<file path="src/rtl/gpio_apb_pkg.sv">
package gpio_apb_pkg;
  localparam int CFG_W = 8;

  // setup word bit positions
  localparam int CFG_OUT_EN = 0;
  localparam int CFG_IN_EN  = 1;
  localparam int CFG_BUF_EN = 2;
  localparam int CFG_IRQ_EN = 3;
  localparam int CFG_TRIG_LO = 5;
  localparam int CFG_TRIG_HI = 7;

  typedef enum logic [2:0] {
    TRIG_HIGH = 3'd0,
    TRIG_LOW  = 3'd1,
    TRIG_RISE = 3'd2,
    TRIG_FALL = 3'd3,
    TRIG_BOTH = 3'd4
  } trig_e;

  // word indices (byte offset / 4)
  localparam int WIDX_PEND  = 32;
  localparam int WIDX_IN    = 33;
  localparam int WIDX_OUT   = 34;
  localparam int WIDX_ALL   = 35;
  localparam int WIDX_GRP0  = 36;
  localparam int NUM_GRP    = 4;
  localparam int WIDX_CLR   = 40;
  localparam int WIDX_SET   = 41;
endpackage

</file>
<file path="src/rtl/gpio_sync.sv">
module gpio_sync #(
  parameter int W = 32
) (
  input  logic         clk_i,
  input  logic         rst_ni,
  input  logic [W-1:0] d_i,
  output logic [W-1:0] q_o
);
  logic [W-1:0] s1_q, s2_q;

  always_ff @(posedge clk_i or negedge rst_ni) begin
    if (!rst_ni) begin
      s1_q <= '0;
      s2_q <= '0;
    end else begin
      s1_q <= d_i;
      s2_q <= s1_q;
    end
  end

  assign q_o = s2_q;
endmodule

</file>
<file path="src/rtl/gpio_irq_cell.sv">
module gpio_irq_cell
  import gpio_apb_pkg::*;
(
  input  logic             clk_i,
  input  logic             rst_ni,
  input  logic [CFG_W-1:0] cfg_i,
  input  logic             pin_i,
  input  logic             clr_i,
  output logic             in_o,
  output logic             pend_o
);
  logic  prev_q, pend_q, in_en, hit, evt;
  trig_e mode;
  logic  unused_cfg;

  assign unused_cfg = ^{cfg_i[4], cfg_i[CFG_BUF_EN], cfg_i[CFG_OUT_EN]};
  assign in_en = cfg_i[CFG_IN_EN];
  assign mode  = trig_e'(cfg_i[CFG_TRIG_HI:CFG_TRIG_LO]);
  assign in_o  = pin_i & in_en;

  always_comb begin
    unique case (mode)
      TRIG_HIGH: hit = in_en & pin_i;
      TRIG_LOW:  hit = in_en & ~pin_i;
      TRIG_RISE: hit = in_en & pin_i & ~prev_q;
      TRIG_FALL: hit = in_en & ~pin_i & prev_q;
      TRIG_BOTH: hit = in_en & (pin_i ^ prev_q);
      default:   hit = 1'b0;
    endcase
  end

  assign evt = hit & cfg_i[CFG_IRQ_EN];

  always_ff @(posedge clk_i or negedge rst_ni) begin
    if (!rst_ni) begin
      prev_q <= 1'b0;
      pend_q <= 1'b0;
    end else begin
      prev_q <= pin_i;
      pend_q <= evt | (pend_q & ~clr_i);  // new event beats a clear
    end
  end

  assign pend_o = pend_q;


  pend_hold_chk: assert property (@(posedge clk_i) disable iff (!rst_ni)
    (pend_q && !clr_i) |=> pend_q);


  masked_quiet_chk: assert property (@(posedge clk_i) disable iff (!rst_ni)
    (!cfg_i[CFG_IRQ_EN] && !pend_q) |=> !pend_q);
endmodule

</file>
<file path="src/rtl/gpio_apb_ctrl.sv">
module gpio_apb_ctrl
  import gpio_apb_pkg::*;
#(
  parameter int NUM_PORTS = 32,
  parameter int ADDR_W    = 12
) (
  input  logic                 clk_i,
  input  logic                 rst_ni,
  input  logic                 psel_i,
  input  logic                 penable_i,
  input  logic                 pwrite_i,
  input  logic [ADDR_W-1:0]    paddr_i,
  input  logic [31:0]          pwdata_i,
  output logic [31:0]          prdata_o,
  input  logic [NUM_PORTS-1:0] gpio_i,
  output logic [NUM_PORTS-1:0] gpio_o,
  output logic [NUM_PORTS-1:0] gpio_oe_o,
  output logic [NUM_PORTS-1:0] irq_o
);
  localparam int WORD_W = ADDR_W - 2;

  logic [WORD_W-1:0]    widx;
  logic                 unused_lsb;
  logic                 wr, wr_pend, wr_out, wr_all, wr_set, wr_clr;
  logic [NUM_GRP-1:0]   wr_grp;
  logic [NUM_PORTS-1:0] wd, out_q, pin_s, in_vis, pend;
  logic [CFG_W-1:0]     cfg_q [NUM_PORTS];

  assign widx       = paddr_i[ADDR_W-1:2];
  assign unused_lsb = ^paddr_i[1:0];
  assign wd         = pwdata_i[NUM_PORTS-1:0];
  assign wr         = psel_i & penable_i & pwrite_i;
  assign wr_pend    = wr && (widx == WORD_W'(WIDX_PEND));
  assign wr_out     = wr && (widx == WORD_W'(WIDX_OUT));
  assign wr_all     = wr && (widx == WORD_W'(WIDX_ALL));
  assign wr_set     = wr && (widx == WORD_W'(WIDX_SET));
  assign wr_clr     = wr && (widx == WORD_W'(WIDX_CLR));

  for (genvar g = 0; g < NUM_GRP; g++) begin : g_grp
    assign wr_grp[g] = wr && (widx == WORD_W'(WIDX_GRP0 + g));
  end

  gpio_sync #(.W(NUM_PORTS)) u_sync (
    .clk_i (clk_i),
    .rst_ni(rst_ni),
    .d_i   (gpio_i),
    .q_o   (pin_s)
  );

  for (genvar i = 0; i < NUM_PORTS; i++) begin : g_port
    logic wr_own;
    assign wr_own = wr && (widx == WORD_W'(i));

    always_ff @(posedge clk_i or negedge rst_ni) begin
      if (!rst_ni)                             cfg_q[i] <= '0;
      else if (wr_own || wr_all || wr_grp[i/8]) cfg_q[i] <= pwdata_i[CFG_W-1:0];
    end

    gpio_irq_cell u_cell (
      .clk_i (clk_i),
      .rst_ni(rst_ni),
      .cfg_i (cfg_q[i]),
      .pin_i (pin_s[i]),
      .clr_i (wr_pend & pwdata_i[i]),
      .in_o  (in_vis[i]),
      .pend_o(pend[i])
    );

    assign gpio_o[i]    = out_q[i] & cfg_q[i][CFG_OUT_EN];
    assign gpio_oe_o[i] = cfg_q[i][CFG_BUF_EN];


    cfg_all_chk: assert property (@(posedge clk_i) disable iff (!rst_ni)
      wr_all |=> (cfg_q[i] == $past(pwdata_i[CFG_W-1:0])));
  end

  always_ff @(posedge clk_i or negedge rst_ni) begin
    if (!rst_ni)     out_q <= '0;
    else if (wr_out) out_q <= wd;
    else if (wr_set) out_q <= out_q | wd;
    else if (wr_clr) out_q <= out_q & ~wd;
  end

  assign irq_o = pend;

  always_comb begin
    prdata_o = '0;
    if (psel_i && !pwrite_i) begin
      for (int i = 0; i < NUM_PORTS; i++)
        if (widx == WORD_W'(i)) prdata_o = 32'(cfg_q[i]);
      if (widx == WORD_W'(WIDX_PEND)) prdata_o = 32'(pend);
      if (widx == WORD_W'(WIDX_IN))   prdata_o = 32'(in_vis);
      if (widx == WORD_W'(WIDX_OUT))  prdata_o = 32'(out_q);
    end
  end


  set_bits_chk: assert property (@(posedge clk_i) disable iff (!rst_ni)
    wr_set |=> ((out_q & $past(wd)) == $past(wd)));


  clr_bits_chk: assert property (@(posedge clk_i) disable iff (!rst_ni)
    wr_clr |=> ((out_q & $past(wd)) == '0));


  set_keeps_rest_chk: assert property (@(posedge clk_i) disable iff (!rst_ni)
    wr_set |=> ((out_q & ~$past(wd)) == $past(out_q & ~wd)));
endmodule

</file>
<file path="config.mk">
export PLATFORM = sky130hd
export DESIGN_NAME = gpio_apb_ctrl
export DESIGN_NICKNAME = d
export VERILOG_FILES = /design/src/rtl/gpio_apb_pkg.sv /design/src/rtl/gpio_sync.sv /design/src/rtl/gpio_irq_cell.sv /design/src/rtl/gpio_apb_ctrl.sv
export SDC_FILE = /design/constraint.sdc
export NUM_CORES = 1
export LEC_CHECK = 0
export BUFFER_PORTS_ARGS = -buffer_cell sky130_fd_sc_hd__buf_4
export CAP_MARGIN = 25
export CORE_MARGIN = 3
export CORE_UTILIZATION = 60
export DETAILED_ROUTE_END_ITERATION = 6
export HOLD_SLACK_MARGIN = 0.15
export PLACE_DENSITY_LB_ADDON = 0.05
export SLEW_MARGIN = 20
export SYNTH_ARGS = -nofsm -noshare
export SYNTH_HDL_FRONTEND = slang
export SYNTH_SLANG_ARGS = --single-unit
</file>
<file path="constraint.sdc">
create_clock -name clk_i -period 3.2 [get_ports clk_i]
set_input_delay 0.48 -clock clk_i [delete_from_list [all_inputs] [get_ports clk_i]]
set_output_delay 0.48 -clock clk_i [all_outputs]
set_load 0.01 [all_outputs]
</file>
# Yosys cells after proc, flatten, opt, wreduce, memory -nomap -nowiden
# Index checks and enable logic that the tools add are counted.
# totals
regBits,416
elab_cells,933
# op_classes
n_eq_ne,169
mux,71
bitwise,453
reduce_logical,141
# ops
cell,count
$mux 32,24
$and 1x1->1,290
$eq 3x2->1 const B,64
$eq 10x5->1 const B,16
$pmux 1 s5,32
$mux 8,15
$eq 10x6->1 const B,10
$eq 3x1->1 const B,32
$eq 3x3->1 const B,32
$logic_not 3->1,32
$not 1->1,96
$eq 10x4->1 const B,8
$logic_or 1x1->1,64
$logic_and 1x1->1,42
$eq 10x3->1 const B,4
$and 32x32->32,1
$not 32->32,1
$or 1x1->1,32
$or 32x32->32,1
$xor 1x1->1,32
$eq 10x2->1 const B,2
$eq 10x1->1 const B,1
$logic_not 10->1,1
$reduce_bool 3->1,1
$logic_not 1->1,1

# Logic depth before layout (Yosys ltp)
# logic_depth
ltp_word,37
ltp_mapped,12
ltp_nobuf,8

# Cells and area by module
# Synthesis repeated with hierarchy kept, for this count alone.
# hier_totals
cells_unflattened,1853
area_unflattened_um2,21126.5
# modules_own_cells
mod,instances,cells_per_inst,area_per_inst_um2,seq_area_each_um2
gpio_apb_ctrl,1,1405,15601.2,7206.9
gpio_irq_cell,32,12,122.6,50.0
gpio_sync,1,64,1601.5,1601.5

# Worst setup path after synthesis
# Ideal clock, no wire load.
# synth_path
path_type,input -> output
startpoint,input paddr_i[11]
endpoint,output prdata_o[4]
t_arrival_ns,2.412
slack_ns,0.308
stages,10
cell_sequence,buf_2 -> or4b_1 -> buf_6 -> nor2_8 -> o2bb2ai_1 -> o311ai_1 -> a31oi_1 -> o21ai_1 -> a221o_1 -> a21oi_1
# synth_between
elab_chain_cells,37
elab_cells_between_ends,71
cone_classes,eq/ne: 34; mux: 36; reduce/logical: 1
# synth_lines
item,line,rtl
"start, declared",gpio_apb_ctrl.sv:12,"input logic [ADDR_W-1:0] paddr_i,"
$logic_not 10->1,gpio_apb_ctrl.sv:90,if (widx == WORD_W'(i)) prdata_o = 32'(cfg_q[i]);
$mux 8 (15 in series),gpio_apb_ctrl.sv:90,
$mux 32 (17 in series),gpio_apb_ctrl.sv:90,
$mux 32,gpio_apb_ctrl.sv:91,if (widx == WORD_W'(WIDX_PEND)) prdata_o = 32'(pend);
$mux 32,gpio_apb_ctrl.sv:92,if (widx == WORD_W'(WIDX_IN)) prdata_o = 32'(in_vis);
$mux 32 *,gpio_apb_ctrl.sv:93,if (widx == WORD_W'(WIDX_OUT)) prdata_o = 32'(out_q);
$mux 32 *,gpio_apb_ctrl.sv:88,if (psel_i && !pwrite_i) begin
"end, declared",gpio_apb_ctrl.sv:14,"output logic [31:0] prdata_o,"
# Every way passes the cells marked *; elsewhere a longest branch is shown, timed or not.

# Worst setup path after layout
# layout_path
startpoint,register cfg_q[224] (netlist name)
endpoint,output prdata_o[0]
# layout_between
elab_chain_cells,33
# layout_lines
item,line,rtl
"start, declared",gpio_apb_ctrl.sv:27,logic [CFG_W-1:0] cfg_q [NUM_PORTS];
"start signal, assigned by index",gpio_apb_ctrl.sv:56,else if (wr_own || wr_all || wr_grp[i/8]) cfg_q[i] <= pwdata_i[CFG_W-1:0];
$mux 8 (12 in series),gpio_apb_ctrl.sv:90,
$mux 32 (17 in series),gpio_apb_ctrl.sv:90,
$mux 32,gpio_apb_ctrl.sv:91,
$mux 32,gpio_apb_ctrl.sv:92,
$mux 32,gpio_apb_ctrl.sv:93,
$mux 32,gpio_apb_ctrl.sv:88,
# No other way between the ends.

==> impl_metrics.env <==
export IMPL_top_level_ports=209
export IMPL_vert_die_dim_um=192
export IMPL_stdcell_count=2773
export IMPL_fin_skew_ns=0.0121
export IMPL_layout_drive_gt1_share_pct=41.7
export IMPL_crit_path_start_kind="flip-flop"
export IMPL_grt_antenna_before_repair=1
export IMPL_max_clock_freq_ghz=0.292
export IMPL_ys_dominant_reg_cell="sky130_fd_sc_hd__dfrtp_1"
export IMPL_layout_min_cycle_time_ns=3.42
export IMPL_core_area_um2=33900
export IMPL_global_route_wire_length_before_repair_mm=116
export IMPL_total_number_of_vias=18800
export IMPL_p_switching_mw=2.81
export IMPL_rsz0062_at_grt="yes"
export IMPL_leading_cell_types_in_the_layout_fill_and_taps_excluded="438 x sky130_fd_sc_hd__buf_4, 414 x sky130_fd_sc_hd__dfrtp_1, 255 x sky130_fd_sc_hd__mux2_2"
export IMPL_drt_first_iter_violations=2075
export IMPL_total_power_mw=11.6
export IMPL_synth_ff_latch_count=416
export IMPL_hp_class="in2reg"
export IMPL_final_cell_area_um2=26900
export IMPL_cts_tree="built"
export IMPL_placement_stage_cell_area_um2=24000
export IMPL_synth_edff_count=0
export IMPL_share_comb_of_total_power_pct=8.0
export IMPL_slew_violations=0
export IMPL_crit_chain="mux4_2, a211oi_2, o21ai_2, a221oi_2, o211ai_1, a21oi_2, o41ai_4, buf_4"
export IMPL_clock_insertion_delay_worst_skew_ns=0.57
export IMPL_maximum_number_of_pins_on_one_net_before_global_route_repair=87
export IMPL_htree_num_levels=2
export IMPL_postSynthCellCount=1883
export IMPL_power_internal_mw=8.81
export IMPL_hold_path_origin="pwdata_i[8]"
export IMPL_cts_buffers_inserted=43
export IMPL_final_hold_viol_count=0
export IMPL_post_route_util_pct=79.3
export IMPL_yosysSeqAreaShare_pct=50.1
export IMPL_route_detailed_wl_per_inst_um=28.0
export IMPL_status="complete, but fails checks"
export IMPL_smallest_setup_slack_after_layout_ns=-0.223
export IMPL_timing_hold_worst_path_depth=2
export IMPL_buffer_ports_inserted=206
export IMPL_power_density_nw_per_um2=433
export IMPL_worstSetupStartpoint="cfg_q[224]"
export IMPL_r2r_slack_ns=1.69
export IMPL_cts_root_buffer_cell="sky130_fd_sc_hd__clkbuf_16"
export IMPL_insertedDiodeCount=0
export IMPL_floorplan_die_area_um2=36900
export IMPL_clockPowerShare_pct=44.6
export IMPL_placer_congestion=1.03
export IMPL_violations="design-rule violations, negative setup slack"
export IMPL_clock_path_buffers=3
export IMPL_dp_cells=2615
export IMPL_critical_path_peak_fanout=2
export IMPL_p_sw_share_pct=24.2
export IMPL_finalSetupTns_ns=-0.970
export IMPL_dieWidth_um=192
export IMPL_number_of_maximum_capacitance_violations=0
export IMPL_area_growth_pct=29.2
export IMPL_synthesis_nets=1964
export IMPL_syn_cell_area_um2=20800
export IMPL_grt_overflow=0
export IMPL_layout_worst_path_cycle_share_pct=107
export IMPL_avgSynthCellArea_um2=11.0
export IMPL_drt_antenna_violating_nets=0
export IMPL_worst_endpoint_required_ns=2.72
export IMPL_number_of_clock_sinks=416
export IMPL_layout_commonest_cell="sky130_fd_sc_hd__buf_4"
export IMPL_drt_wl_total_mm=77.6
export IMPL_viasPerCell=6.77
export IMPL_setup_worst_path_end_class="output port"
export IMPL_share_seq_of_total_power_pct=47.3
export IMPL_irDropWorstVdd_uv=507
export IMPL_worst_endpoint_arrival_ns=2.94
export IMPL_critical_path_reg2reg_startpoint="u_sync.q_o[5]"
export IMPL_yosys_cell_types_count=75
export IMPL_leakagePower_nw=12.4
export IMPL_floorplan_rows=67
export IMPL_crit_path_slowest_cell="sky130_fd_sc_hd__mux4_2"
export IMPL_first_global_vias=18800
export IMPL_ff2ff_path_depth=4
export IMPL_slew_headroom_pct=52.2
export IMPL_clock_edge_transition_at_the_registers_on_the_reported_setup_and_hold_paths_ns=0.06
export IMPL_grt_usage_pct=42.1
export IMPL_cp_slowest_stage_delay_ns=0.53
export IMPL_detail_route_first_pass_iterations=7
export IMPL_floorplan_initialDensity_pct=61.4
export IMPL_remaining_drc_errors=5
export IMPL_asyncSetResetFlopFracSynth_pct=100
export IMPL_fin_nets=2372
export IMPL_criticalPathCategory="reg2out"
export IMPL_rr_endpoint="g_port[5].u_cell.pend_o"
export IMPL_dp_hpwl_mm=52.9
export IMPL_max_slew_worst_pin_slew_ns=0.717
export IMPL_report_final_setup_viol=7
export IMPL_yosysWarningCount=0
[how the worst max path moves through the flow]
stage	endpoint	slack, ns	depth (start not counted)
3_3_place_gp	prdata_o[0]	-0.47	14
4_1_cts	prdata_o[0]	-0.19	9
6_report	prdata_o[0]	-0.22	8
5_1_grt	prdata_o[0]	-0.26	8
2_1_floorplan	prdata_o[4]	0.31	10
3_5_place_dp	prdata_o[0]	-0.62	14
[registers in the layout, summed over array words and instances, names as in the netlist, named ones only]
signal / count
cfg_q: 224
g_port.u_cell.pend_o: 32
g_port.u_cell.prev_q: 32
gpio_oe_o: 32
u_sync.q_o: 32
u_sync.s1_q: 32
[critical path: cells and delay by family (launching register included)]
kind,cells,cell delay [ns]
compound gates,6,1.27
buf+inv,1,0.18
flops,1,0.39
mux,1,0.53
[cells in the mapped netlist (all sizes together), types with 3 or more instances]
cell / count / area share, %
o32a: 3 / 0.14
a32oi: 28 / 1.2
nor2: 79 / 1.6
a221oi: 6 / 0.25
and2: 35 / 1.1
nand3b: 6 / 0.22
nand3: 22 / 0.60
or4b: 3 / 0.14
nor2b: 17 / 0.51
a222oi: 6 / 0.29
o311ai: 3 / 0.16
o2bb2ai: 5 / 0.21
a2111oi: 3 / 0.13
a2bb2oi: 3 / 0.13
o21ai: 167 / 4.6
nor4b: 4 / 0.37
a31oi: 6 / 0.18
or3: 3 / 0.090
o211ai: 15 / 0.54
o22ai: 22 / 0.66
a22o: 33 / 1.4
a211oi: 14 / 0.51
buf: 112 / 3.5
nand2b: 7 / 0.21
a21oi: 131 / 3.2
nor4: 4 / 0.22
inv: 31 / 0.56
o2111ai: 3 / 0.13
mux2: 255 / 14
mux2i: 30 / 1.4
nor3: 10 / 0.29
nand2: 193 / 3.5
xor2: 8 / 0.34
a32o: 35 / 1.7
mux4: 11 / 1.2
a21boi: 3 / 0.11
a211o: 3 / 0.13
o21a: 5 / 0.18
o32ai: 36 / 1.5
o221ai: 12 / 0.51
a21o: 4 / 0.14
a22oi: 11 / 0.40
nand4: 5 / 0.15
dfrtp: 416 / 50
clkbuf: 57 / 1.0
[cell families (layout without fill, tap and decap cells)]
| group | after synthesis | after routing | share of synthesized area (%) |
|---|---|---|---|
| AOI/OAI and AO/OA | 567 | 567 | 18.8 |
| xor gates and xnor gates | 8 | 8 | 0.337 |
| buffers and inverters | 200 | 642 | 5.13 |
| DFF | 416 | 416 | 50.1 |
| muxes | 296 | 296 | 16.4 |
| and+or+nand+nor | 396 | 396 | 9.23 |
[per-layer routing]
layer | vias to the layer above | GRT usage, % | part of all wire (%) | wire (um)
met5 | - | 0 | 0.012 | 9
met3 | 324 | 8.23 | 11 | 8170
met1 | 9360 | 55.8 | 37 | 28800
met2 | 1299 | 65.2 | 46 | 35700
met4 | 2 | 23.5 | 6.4 | 4970
li1 | 7785 | - | - | -
[power groups by stage]
stage / sequential, mW / combinational (mW) / clock (mW)
after floorplan: 5.54 / 0.338 / 0
after global placement: 5.58 / 0.783 / 0
after detailed placement: 5.59 / 0.800 / 0
after CTS: 5.49 / 0.893 / 5.20
after global routing: 5.51 / 0.979 / 5.43
final: 5.50 / 0.932 / 5.19
[area by class of cell]
class                           instances  area (um^2)
Sequential cell                       416        10400
Clock inverter                         20          214
Inverter                               31          116
Tap cell                              448          561
Fill cell                            2075         7010
Clock buffer                           59         1240
Timing Repair Buffer                  532         4390
Multi-Input combinational cell       1267         9930
[stage by stage]
stage / hold WS, ns / worst slack, ns
floorplan: 0.184 / 0.308
global placement: 0.332 / -0.472
detailed placement: 0.335 / -0.622
CTS: 0.157 / -0.195
global route: 0.167 / -0.264
finish: 0.177 / -0.223
[timing repair]
action / in CTS / in global routing
endpoints found under the hold margin: 126 / 0
resized for setup: 123 / 47
pin swaps: 52 / 33
endpoints found under the setup margin: 8 / 32
buffers inserted: 25 / 10
hold buffers: 52 / 0
cloned: 0 / 1
(Power assumes the default switching activity.)
